**src/rtl/pwm4_pkg.sv**
```systemverilog
package pwm4_pkg;
   localparam int NLEG = 4;      // 0=A1 1=A2 2=B1 3=B2
   localparam int LEG_A2_IDX = 1;

   typedef enum logic [1:0] {
      LD_AT_MIN  = 2'd0,
      LD_AT_MAX  = 2'd1,
      LD_AT_BOTH = 2'd2,
      LD_AT_ANY  = 2'd3
   } load_mode_e;

   function automatic bit leg_on_side_b(input int idx);
      return idx >= 2;
   endfunction
endpackage

```
**src/rtl/pwm4_carrier.sv**
```systemverilog
module pwm4_carrier #(
   parameter int PH_W     = 6,
   parameter int HALF     = 20,
   parameter int DIV_W    = 8,
   parameter int FIX_DIV  = 2,
   parameter bit VAR_FREQ = 1
) (
   input  logic             clk,
   input  logic             rst_n,
   input  logic [DIV_W-1:0] freq_in,
   output logic [PH_W-1:0]  phase,
   output logic [DIV_W-1:0] div_q,
   output logic             evt_min,
   output logic             evt_max
);
   localparam int PER = 2 * HALF;
   localparam logic [PH_W-1:0]  PH_LAST = PH_W'(PER - 1);
   localparam logic [PH_W-1:0]  PH_PRE_MAX = PH_W'(HALF - 1);
   localparam logic [DIV_W-1:0] DIV_RST = DIV_W'(FIX_DIV);

   logic [DIV_W-1:0] pre_cnt;
   logic             step;

   assign step    = (pre_cnt >= (div_q - 1'b1));
   assign evt_min = step && (phase == PH_LAST);
   assign evt_max = step && (phase == PH_PRE_MAX);

   always_ff @(posedge clk or negedge rst_n) begin
      if (!rst_n) begin
         pre_cnt <= '0;
         phase   <= '0;
      end else if (step) begin
         pre_cnt <= '0;
         phase   <= (phase == PH_LAST) ? '0 : phase + 1'b1;
      end else begin
         pre_cnt <= pre_cnt + 1'b1;
      end
   end

   generate
      if (VAR_FREQ) begin : g_var_div
         always_ff @(posedge clk or negedge rst_n) begin
            if (!rst_n)
               div_q <= DIV_RST;
            else if (evt_min)
               div_q <= (freq_in == '0) ? DIV_W'(1) : freq_in;
         end
      end else begin : g_fix_div
         logic unused_freq;
         assign unused_freq = ^freq_in;
         assign div_q = DIV_RST;
      end
   endgenerate
endmodule

```
**src/rtl/pwm4_deadband.sv**
```systemverilog
module pwm4_deadband #(
   parameter int DEAD = 3
) (
   input  logic clk,
   input  logic rst_n,
   input  logic en,
   input  logic want_hi,
   output logic hi_q,
   output logic lo_q
);
   localparam int CW = $clog2(DEAD + 2);
   localparam logic [CW-1:0] SAT = CW'(DEAD);

   logic [CW-1:0] hi_off_run;
   logic [CW-1:0] lo_off_run;
   logic          hi_ok;
   logic          lo_ok;

   assign hi_ok = en && want_hi  && !lo_q && (lo_off_run >= SAT);
   assign lo_ok = en && !want_hi && !hi_q && (hi_off_run >= SAT);

   always_ff @(posedge clk or negedge rst_n) begin
      if (!rst_n) begin
         hi_q       <= 1'b0;
         lo_q       <= 1'b0;
         hi_off_run <= '0;
         lo_off_run <= '0;
      end else begin
         hi_q       <= hi_ok;
         lo_q       <= lo_ok;
         hi_off_run <= hi_q ? '0 : ((hi_off_run >= SAT) ? SAT : hi_off_run + 1'b1);
         lo_off_run <= lo_q ? '0 : ((lo_off_run >= SAT) ? SAT : lo_off_run + 1'b1);
      end
   end
endmodule

```
**src/rtl/pwm4_leg.sv**
```systemverilog
module pwm4_leg #(
   parameter int REF_W   = 8,
   parameter int PH_W    = 6,
   parameter int CAR_MIN = 10,
   parameter int HALF    = 20
) (
   input  logic             clk,
   input  logic             rst_n,
   input  logic             load,
   input  logic [REF_W-1:0] ref_in,
   input  logic [PH_W-1:0]  phase,
   input  logic [PH_W-1:0]  offset,
   output logic             want_hi
);
   localparam int PER = 2 * HALF;

   logic [REF_W-1:0] ref_act;
   logic [REF_W-1:0] car;

   always_ff @(posedge clk or negedge rst_n) begin
      if (!rst_n)
         ref_act <= '0;
      else if (load)
         ref_act <= ref_in;
   end

   always_comb begin
      int q;
      q = int'(phase) + int'(offset);
      if (q >= PER)
         q = q - PER;
      if (q <= HALF)
         car = REF_W'(CAR_MIN + q);
      else
         car = REF_W'(CAR_MIN + PER - q);
   end

   assign want_hi = (ref_act >= car);
endmodule

```
**src/rtl/pwm4_mod.sv**
```systemverilog
module pwm4_mod
   import pwm4_pkg::*;
#(
   parameter int REF_W       = 8,
   parameter int CAR_MIN     = 10,
   parameter int CAR_MAX     = 30,
   parameter int DIV_W       = 8,
   parameter int FIX_DIV     = 2,
   parameter bit VAR_FREQ    = 1,
   parameter int DEAD        = 3,
   parameter bit SIDE_A_ONLY = 0,
   parameter bit LEG_A2      = 1,
   localparam int HALF       = CAR_MAX - CAR_MIN,
   localparam int PH_W       = $clog2(2 * HALF)
) (
   input  logic                       clk,
   input  logic                       rst_n,
   input  logic                       en_a,
   input  logic                       en_b,
   input  logic [1:0]                 load_sel,
   input  logic [DIV_W-1:0]           freq_in,
   input  logic [NLEG-1:0][REF_W-1:0] ref_in,
   input  logic [NLEG-1:0][PH_W-1:0]  off_in,
   output logic [NLEG-1:0]            gate_hi,
   output logic [NLEG-1:0]            gate_lo
);
   if (CAR_MAX <= CAR_MIN) begin : g_bad_range
      $error("pwm4_mod: CAR_MAX must exceed CAR_MIN");
   end
   if (CAR_MAX >= (1 << REF_W) || CAR_MIN < 0) begin : g_bad_width
      $error("pwm4_mod: carrier bounds do not fit REF_W");
   end
   if (FIX_DIV < 1 || FIX_DIV >= (1 << DIV_W)) begin : g_bad_div
      $error("pwm4_mod: FIX_DIV out of range");
   end
   if (DEAD < 0) begin : g_bad_dead
      $error("pwm4_mod: DEAD must not be negative");
   end

   logic [PH_W-1:0]  phase;
   logic [DIV_W-1:0] div_q;
   logic             evt_min;
   logic             evt_max;
   logic             load;
   load_mode_e       mode;

   pwm4_carrier #(
      .PH_W(PH_W), .HALF(HALF), .DIV_W(DIV_W),
      .FIX_DIV(FIX_DIV), .VAR_FREQ(VAR_FREQ)
   ) u_carrier (
      .clk(clk), .rst_n(rst_n), .freq_in(freq_in),
      .phase(phase), .div_q(div_q),
      .evt_min(evt_min), .evt_max(evt_max)
   );

   assign mode = load_mode_e'(load_sel);

   always_comb begin
      unique case (mode)
         LD_AT_MIN: load = evt_min;
         LD_AT_MAX: load = evt_max;
         default:   load = evt_min || evt_max;
      endcase
   end

   for (genvar i = 0; i < NLEG; i++) begin : g_leg
      localparam bit IS_B    = leg_on_side_b(i);
      localparam bit PRESENT = IS_B ? !SIDE_A_ONLY : ((i != LEG_A2_IDX) || LEG_A2);
      logic want_hi;
      logic leg_en;

      if (PRESENT) begin : g_live
         pwm4_leg #(
            .REF_W(REF_W), .PH_W(PH_W), .CAR_MIN(CAR_MIN), .HALF(HALF)
         ) u_leg (
            .clk(clk), .rst_n(rst_n), .load(load),
            .ref_in(ref_in[i]), .phase(phase), .offset(off_in[i]),
            .want_hi(want_hi)
         );
         assign leg_en = IS_B ? en_b : en_a;
      end else begin : g_idle
         logic unused_in;
         assign unused_in = ^{ref_in[i], off_in[i]};
         assign want_hi   = 1'b0;
         assign leg_en    = 1'b0;
      end

      pwm4_deadband #(.DEAD(DEAD)) u_db (
         .clk(clk), .rst_n(rst_n), .en(leg_en), .want_hi(want_hi),
         .hi_q(gate_hi[i]), .lo_q(gate_lo[i])
      );
   end
endmodule

```
**config.mk**
```make
export PLATFORM = sky130hd
export DESIGN_NAME = pwm4_mod
export DESIGN_NICKNAME = d
export VERILOG_FILES = /design/src/rtl/pwm4_pkg.sv /design/src/rtl/pwm4_carrier.sv /design/src/rtl/pwm4_deadband.sv /design/src/rtl/pwm4_leg.sv /design/src/rtl/pwm4_mod.sv
export SDC_FILE = /design/constraint.sdc
export NUM_CORES = 1
export LEC_CHECK = 0
export BUFFER_PORTS_ARGS = -buffer_cell sky130_fd_sc_hd__buf_2
export CAP_MARGIN = 10
export CORE_UTILIZATION = 61
export DETAILED_ROUTE_END_ITERATION = 6
export PLACE_DENSITY_LB_ADDON = 0.3
export REMOVE_ABC_BUFFERS = 1
export SLEW_MARGIN = 15
export SYNTH_ARGS = -nofsm -noshare
export SYNTH_HDL_FRONTEND = slang
export SYNTH_HIERARCHICAL = 1
export SYNTH_SLANG_ARGS = --single-unit
```
**constraint.sdc**
```tcl
create_clock -name clk -period 5.2 [get_ports clk]
set_input_delay 1.04 -clock clk [delete_from_list [all_inputs] [get_ports clk]]
set_output_delay 1.04 -clock clk [all_outputs]
set_load 0.01 [all_outputs]
```
Yosys cells after proc, flatten, opt, wreduce, memory -nomap -nowiden
Index checks and enable logic that the tools add are counted.
W data, S select, Z words.
{"block": "word_totals", "register_bits": 86, "input_bits": 70, "output_inout_bits": 8, "word_cells": 143}
{"block": "op_classes", "n_addsub": 27, "magnitude_cmp": 21, "n_eq_ne": 3, "muxes": 28, "reduce_logical": 41}
{"operator": "$ge A32 B7 Y1 const B", "n": 4}
{"operator": "$le A32 B6 Y1 const B", "n": 4}
{"operator": "$mux W32", "n": 4}
{"operator": "$sub A32 B7 Y32 const B", "n": 4}
{"operator": "$mux W3", "n": 16}
{"operator": "$mux W8", "n": 6}
{"operator": "$ge A8 B8 Y1", "n": 5}
{"operator": "$add A5 B8 Y8 const A", "n": 4}
{"operator": "$sub A7 B8 Y8 const A", "n": 4}
{"operator": "$add A6 B6 Y7", "n": 4}
{"operator": "$logic_and A1 B1 Y1", "n": 26}
{"operator": "$add A3 B1 Y3 const B", "n": 8}
{"operator": "$ge A3 B2 Y1 const B", "n": 8}
{"operator": "$logic_not A1 Y1", "n": 12}
{"operator": "$add A8 B1 Y8 const B", "n": 1}
{"operator": "$logic_not A8 Y1", "n": 1}
{"operator": "$sub A8 B1 Y8 const B", "n": 1}
{"operator": "$add A6 B1 Y6 const B", "n": 1}
{"operator": "$eq A6 B5 Y1 const B", "n": 1}
{"operator": "$eq A6 B6 Y1 const B", "n": 1}
{"operator": "$mux W6", "n": 1}
{"operator": "$eq A2 B1 Y1 const B", "n": 1}
{"operator": "$logic_not A2 Y1", "n": 1}
{"operator": "$pmux W1 S2", "n": 1}
{"operator": "$logic_or A1 B1 Y1", "n": 1}

Logic depth before layout (Yosys ltp)
{"block": "depth", "depth_word": 10, "ltp_mapped": 21, "depth_no_buf": 21}

Hierarchy
The synthesis kept the hierarchy.
{"mod": "pwm4_leg", "instances": 4, "cells_each": 132, "area_each_um2": 1223.7, "seq_area_each_um2": 200.2}
{"mod": "pwm4_deadband", "instances": 4, "cells_each": 27, "area_each_um2": 352.8, "seq_area_each_um2": 200.2}
{"mod": "pwm4_carrier", "instances": 1, "cells_each": 116, "area_each_um2": 1305.0, "seq_area_each_um2": 551.8}
{"mod": "pwm4_mod", "instances": 1, "cells_each": 4, "area_each_um2": 21.3, "seq_area_each_um2": 0.0}

Worst setup path before layout
OpenSTA, ideal clock, no wires.
{"block": "synth_path", "path_kind": "input to register", "from": "in off_in[0] (netlist bit)", "to": "reg g_leg[0].u_db.lo_q", "setup_time_ns": 0.105, "arrival_time_ns": 5.111, "required_ns": 5.095, "setup_slack_ns": -0.016, "path_stages": 20, "cell_sequence": "ha_1 -> fa_1 -> a211o_1 -> nand3_1 -> nand2_1 -> ha_1 -> a31oi_1 -> nor2_1 -> a22oi_1 -> o211ai_2 -> mux2_2 -> ha_1 -> a21o_1 -> a21o_1 -> a21o_1 -> a21o_1 -> a21o_1 -> a21o_1 -> a21o_1 -> nor4b_1"}
{"block": "synth_via", "elab_chain_len": 10, "elab_cells_between_ends": 13}
{"element": "start: declaration", "line": "pwm4_mod.sv:23", "source": "input logic [NLEG-1:0][PH_W-1:0] off_in,"}
{"element": "$add A6 B6 Y7 *", "line": "pwm4_leg.sv:29", "source": "q = int'(phase) + int'(offset);"}
{"element": "$sub A32 B7 Y32 or $ge A32 B7 Y1 (tied branches)", "line": "pwm4_leg.sv:31, pwm4_leg.sv:30"}
{"element": "$mux W32 *", "line": "pwm4_leg.sv:30", "source": "if (q >= PER)"}
{"element": "$le A32 B6 Y1, or another cell as far along", "line": "pwm4_leg.sv:32", "source": "if (q <= HALF)"}
{"element": "$mux W8 *", "line": "pwm4_leg.sv:32"}
{"element": "$ge A8 B8 Y1 *", "line": "pwm4_leg.sv:38", "source": "assign want_hi = (ref_act >= car);"}
{"element": "net g_leg[0].want_hi", "line": "pwm4_mod.sv:69", "source": "logic want_hi;"}
{"element": "$logic_not A1 Y1 *", "line": "pwm4_deadband.sv:20", "source": "assign lo_ok = en && !want_hi && !hi_q && (hi_off_run >= SAT);"}
{"element": "$logic_and A1 B1 Y1 * (3 in a row)", "line": "pwm4_deadband.sv:20"}
{"element": "net g_leg[0].u_db.lo_ok", "line": "pwm4_deadband.sv:17", "source": "logic lo_ok;"}
{"element": "end signal: assignment", "line": "pwm4_deadband.sv:30", "source": "lo_q <= lo_ok;"}
{"element": "end: declaration", "line": "pwm4_deadband.sv:9", "source": "output logic lo_q"}
The timed path passes the listed nets; every way through them passes the cells marked *.
A chain may end at the register's enable or synchronous reset.

Worst setup path after layout
{"block": "layout_path", "from": "in off_in[12] (netlist bit)", "to": "reg g_leg[2].u_db.lo_q"}
{"block": "layout_via", "elab_chain_len": 10, "elab_cells_between_ends": 13}
{"element": "$add A6 B6 Y7 *", "line": "pwm4_leg.sv:29"}
{"element": "$sub A32 B7 Y32 or $ge A32 B7 Y1 (tied branches)", "line": "pwm4_leg.sv:31, pwm4_leg.sv:30"}
{"element": "$mux W32 *", "line": "pwm4_leg.sv:30"}
{"element": "$le A32 B6 Y1, or another cell as far along", "line": "pwm4_leg.sv:32"}
{"element": "$mux W8 *", "line": "pwm4_leg.sv:32"}
{"element": "$ge A8 B8 Y1 *", "line": "pwm4_leg.sv:38"}
{"element": "net g_leg[2].want_hi", "line": "pwm4_mod.sv:69"}
{"element": "$logic_not A1 Y1 *", "line": "pwm4_deadband.sv:20"}
{"element": "$logic_and A1 B1 Y1 * (3 in a row)", "line": "pwm4_deadband.sv:20"}
{"element": "net g_leg[2].u_db.lo_ok", "line": "pwm4_deadband.sv:17"}
{"element": "end signal: assignment", "line": "pwm4_deadband.sv:30"}
{"element": "end: declaration", "line": "pwm4_deadband.sv:9"}
Marks and branches as above.

==> impl_metrics.yaml <==
layout:
  num_antenna_cells: 0
  post_route_cells_drive_above_1_share: 0.318
  final_core_util: 0.753
  finalNetCount: 1082
  stdcell_area_um2: 9120
  areaGrowthSynthToFinish_pct: 19.5
yosys:
  average_cell_area_after_synthesis_um2: 10.1
  synthMuxAreaShare: 0.0808
  synth_edf_count: 0
  synth_top_area_frac: 0.279
  post_synth_xor_area_fraction: 0.0482
  dominant_combinational_cell_family_by_area_after_synthesis: "compound AO/OA/AOI/OAI gates"
  postSynth.topFlopCell: "sky130_fd_sc_hd__dfrtp_1"
  register_area_share_after_synthesis: 0.282
  post_synth_fa_ha_maj_area_fraction: 0.186
  async_flop_share: 1.00
  synth-simple-area-share: 0.151
  fraction_of_the_mapped_netlist_area_in_compound_gates: 0.221
  yosys_register_bits: 86
  synth.largest_area_cell: "sky130_fd_sc_hd__dfrtp_1"
  syn-instance-count: 756
  synthesis.area_um2: 7630
  synth_cell_type_count: 62
  yosysWarnings: 6
  synth.area.top_cells: "sky130_fd_sc_hd__dfrtp_1 28%, sky130_fd_sc_hd__ha_1 18%, sky130_fd_sc_hd__mux2_2 4.9%"
worst_setup_path:
  worstPathCellList: "buf_2 -> ha_1 -> fa_2 -> a211o_1 -> a21o_1 -> nand2_1 -> ha_1 -> a31oi_4 -> nor3_1 -> a2bb2oi_2 -> o211ai_2 -> mux2_2 -> ha_1 -> a21o_1 -> a21o_1 -> a21o_1 -> a21o_1 -> a21o_1 -> a21o_1 -> a21o_1 -> nor4b_2"
  required_time_of_the_worst_setup_path_ns: 5.42
  critical_path.startpoint: "off_in[12]"
  critical-path-max-stage-delay_ns: 0.35
  endpoint: "g_leg[2].u_db/lo_q"
  capture_point_of_the_worst_reg_to_reg_path: "g_leg[2].u_db/lo_q"
  worst-setup-path-type: "in2reg"
  critical-path-slowest-cell: "sky130_fd_sc_hd__fa_2"
  r2r-start: "u_carrier/phase[0]"
  worst_setup_path_start_kind: "primary input"
  r2r.worst_path.cells: 20
  timing.critical_path.arrival_ns: 5.22
  critical_path_peak_fanout: 3
  worst-r2r-setup-slack_ns: 0.36
  critical_path.endpoint_type: "flop"
  cpMostUsedCell: "sky130_fd_sc_hd__a21o_1"
cts:
  tritoncts_clock_tree: "yes"
  clock_latency_ns: 0.34
  level_count_of_the_clock_h_tree: 3
  cts.path.max_buffers: 2
  clkTransAtPathRegs_ns: 0.06
  cts-buffers-inserted: 9
  cts_root_buf: "sky130_fd_sc_hd__clkbuf_16"
  cts_sink_count: 86
  post-cts-setup-buffer-count: 0
floorplanning:
  rows: 40
  core_area_um2: 12100
  total_die_area_um2: 13000
  die_width_um: 114
  initial_core_util: 0.630
  io-pin-count: 78
  die-height_um: 114
global_routing:
  global_route.overflow_total: 0
  grt_pass1_wl_um: 29900
  grt_max_degree: 87
  grt_antenna_before_repair: 0
  first_global_vias: 6555
  grt_use_total: 0.288
timing:
  slew_viol_final: 0
  period_share: 0.961
  hold_viol_final: 0
  grt_setup_unrepaired: "yes"
  whs_ns: 0.503
  worst-slew-pin-transition_ns: 0.779
  timing.final.crit_period_ns: 5.00
  slew-limit-headroom: 0.481
  clock-skew-final_ns: 0.00591
  finalSetupViolations: 0
  setup_slack_ns: 0.201
  max_freq_mhz: 200
pwr:
  cellLeakagePower_nw: 4.34
  design_power_total_mw: 2.87
  worst_voltage_drop_across_the_vdd_grid_v: 0.000341
  pwr_density_cell_nw_per_um2: 314
route:
  drt_iter0_drc: 340
  drt-vias-per-instance: 5.90
  vias: 6333
  final_routed_wirelength_across_all_metal_layers_um: 18100
  ant_nets: 0
  detail_route.first_pass.iterations: 4
  final_routed_drc_violation_total: 0
  post_drt_wl_per_cell_um: 16.8
placement:
  place.gp.congestion: 0.909
  place_area_um2: 8680
  numPortBuffers: 77
  detail_placement_hpwl_um: 13600
  pre_cts_ws_ns: -0.230
outcome:
  run_status: "complete, no violations"
hold_path:
  worstHoldPathCells: 1
  timing.hold.worst.start: "g_leg[2].u_db/lo_off_run[0]"
  worstHoldPathType: "reg2reg"
flow_run:
  cap_viol_max_count: 0
## final cells by class
type	count	area (um2)
inverter	53	199
fill	849	2990
multi-input combinational	611	5360
tap	168	210
timing repair buffer	140	865
clock inverter	5	100
sequential	86	2150
clock buffer	11	233
## per-layer routing
layer / up-vias / GRT usage / wire length (um)
met4: 0 / 0.112 / 453
met5: - / 0 / 0
li1: 3089 / - / -
met1: 3077 / 0.346 / 7740
met3: 32 / 0.0399 / 539
met2: 135 / 0.523 / 9340
## cells in the mapped netlist, types with 5 or more instances
library cell	number
sky130_fd_sc_hd__nand2_1	38
sky130_fd_sc_hd__clkbuf_1	5
sky130_fd_sc_hd__a21o_1	36
sky130_fd_sc_hd__nand2b_1	9
sky130_fd_sc_hd__a21oi_1	36
sky130_fd_sc_hd__a21boi_0	5
sky130_fd_sc_hd__a211oi_2	12
sky130_fd_sc_hd__o21ai_0	25
sky130_fd_sc_hd__ha_1	107
sky130_fd_sc_hd__xor2_1	12
sky130_fd_sc_hd__nor3b_2	8
sky130_fd_sc_hd__o21ai_2	8
sky130_fd_sc_hd__dfrtp_1	85
sky130_fd_sc_hd__nor4b_1	5
sky130_fd_sc_hd__xnor2_1	30
sky130_fd_sc_hd__nor2_1	43
sky130_fd_sc_hd__nand3_1	15
sky130_fd_sc_hd__a31oi_1	16
sky130_fd_sc_hd__o21a_1	10
sky130_fd_sc_hd__inv_1	53
sky130_fd_sc_hd__mux2_4	7
sky130_fd_sc_hd__mux2_2	33
sky130_fd_sc_hd__nor3_1	27
sky130_fd_sc_hd__mux2i_1	14
## flip-flops by register name, indices dropped and copies added, names as in the netlist
signal / count
g_leg.u_db/lo_q: 4
u_carrier/phase: 6
u_carrier/div_q: 8
u_carrier/pre_cnt: 8
g_leg.u_db/hi_q: 4
g_leg.u_db/hi_off_run: 12
g_leg.u_db/lo_off_run: 12
g_leg.g_live.u_leg/ref_act: 32
## through the flow
step | TNS (ns) | cells
after floorplan | -0.0643 | 750
after global placement | -0.112 | 1058
after detailed placement | -0.827 | 1058
after CTS | 0 | 1074
after global routing | -0.0201 | 1074
final | 0 | 1074
## layout by cell type, fill, tap and decap left out, types with 5 or more instances in the layout
| cell | Yosys | final |
|---|---|---|
| sky130_fd_sc_hd__a21boi_0 | 5 | 5 |
| sky130_fd_sc_hd__buf_4 | 0 | 63 |
| sky130_fd_sc_hd__ha_1 | 107 | 107 |
| sky130_fd_sc_hd__nand2_1 | 38 | 38 |
| sky130_fd_sc_hd__inv_1 | 53 | 53 |
| sky130_fd_sc_hd__a211oi_2 | 12 | 11 |
| sky130_fd_sc_hd__a21oi_1 | 36 | 35 |
| sky130_fd_sc_hd__o21ai_2 | 8 | 8 |
| sky130_fd_sc_hd__dfrtp_1 | 85 | 84 |
| sky130_fd_sc_hd__a21oi_4 | 4 | 5 |
| sky130_fd_sc_hd__nor2_2 | 4 | 6 |
| sky130_fd_sc_hd__o21a_1 | 10 | 10 |
| sky130_fd_sc_hd__xnor2_1 | 30 | 30 |
| sky130_fd_sc_hd__o21ai_0 | 25 | 23 |
| sky130_fd_sc_hd__nand2b_1 | 9 | 9 |
| sky130_fd_sc_hd__nand3_1 | 15 | 15 |
| sky130_fd_sc_hd__nor3_1 | 27 | 27 |
| sky130_fd_sc_hd__clkbuf_16 | 0 | 9 |
| sky130_fd_sc_hd__mux2_2 | 33 | 33 |
| sky130_fd_sc_hd__buf_2 | 0 | 76 |
| sky130_fd_sc_hd__a21o_1 | 36 | 36 |
| sky130_fd_sc_hd__mux2_4 | 7 | 7 |
| sky130_fd_sc_hd__xor2_1 | 12 | 12 |
| sky130_fd_sc_hd__a31oi_1 | 16 | 12 |
| sky130_fd_sc_hd__nor2_1 | 43 | 41 |
| sky130_fd_sc_hd__mux2i_1 | 14 | 14 |
| sky130_fd_sc_hd__nor3b_2 | 8 | 8 |
## logic make-up (layout without fill, tap and decap cells)
logic type / after synthesis / in the layout
simple gates: 196 / 196
mux: 54 / 54
compound gates: 208 / 208
fa+ha+maj: 111 / 111
xor+xnor: 42 / 42
flops: 86 / 86
buf+inv: 59 / 209
## how the worst min path moves through the flow
stage                                              to  slack, ns
after floorplan           g_leg[0].u_db/hi_off_run[0]       0.47
after global placement    g_leg[1].u_db/hi_off_run[0]       0.48
after detailed placement  g_leg[0].u_db/lo_off_run[0]       0.49
after CTS                 g_leg[2].u_db/lo_off_run[0]       0.51
after global routing      g_leg[3].u_db/lo_off_run[0]       0.52
final                     g_leg[2].u_db/lo_off_run[0]       0.50
## critical path: cells and delay by family
family | cells | cell delay, ns
compound gates | 12 | 2.16
fa+ha+maj | 4 | 1.13
simple gates | 3 | 0.52
mux | 1 | 0.29
buf+inv | 1 | 0.10
## timing repair
item	in CTS	in global routing
endpoints found under the hold margin	0	0
setup endpoints to repair	1	6
pin swaps	0	4
gates resized for setup	1	18
hold buffers	0	0
## power by group
part	internal (mW)	total, mW	switching [mW]
Combinational	0.603	1.21	0.610
Sequential	0.799	0.928	0.129
Clock	0.468	0.725	0.257
Note: power is estimated with default switching activity, not from simulation.
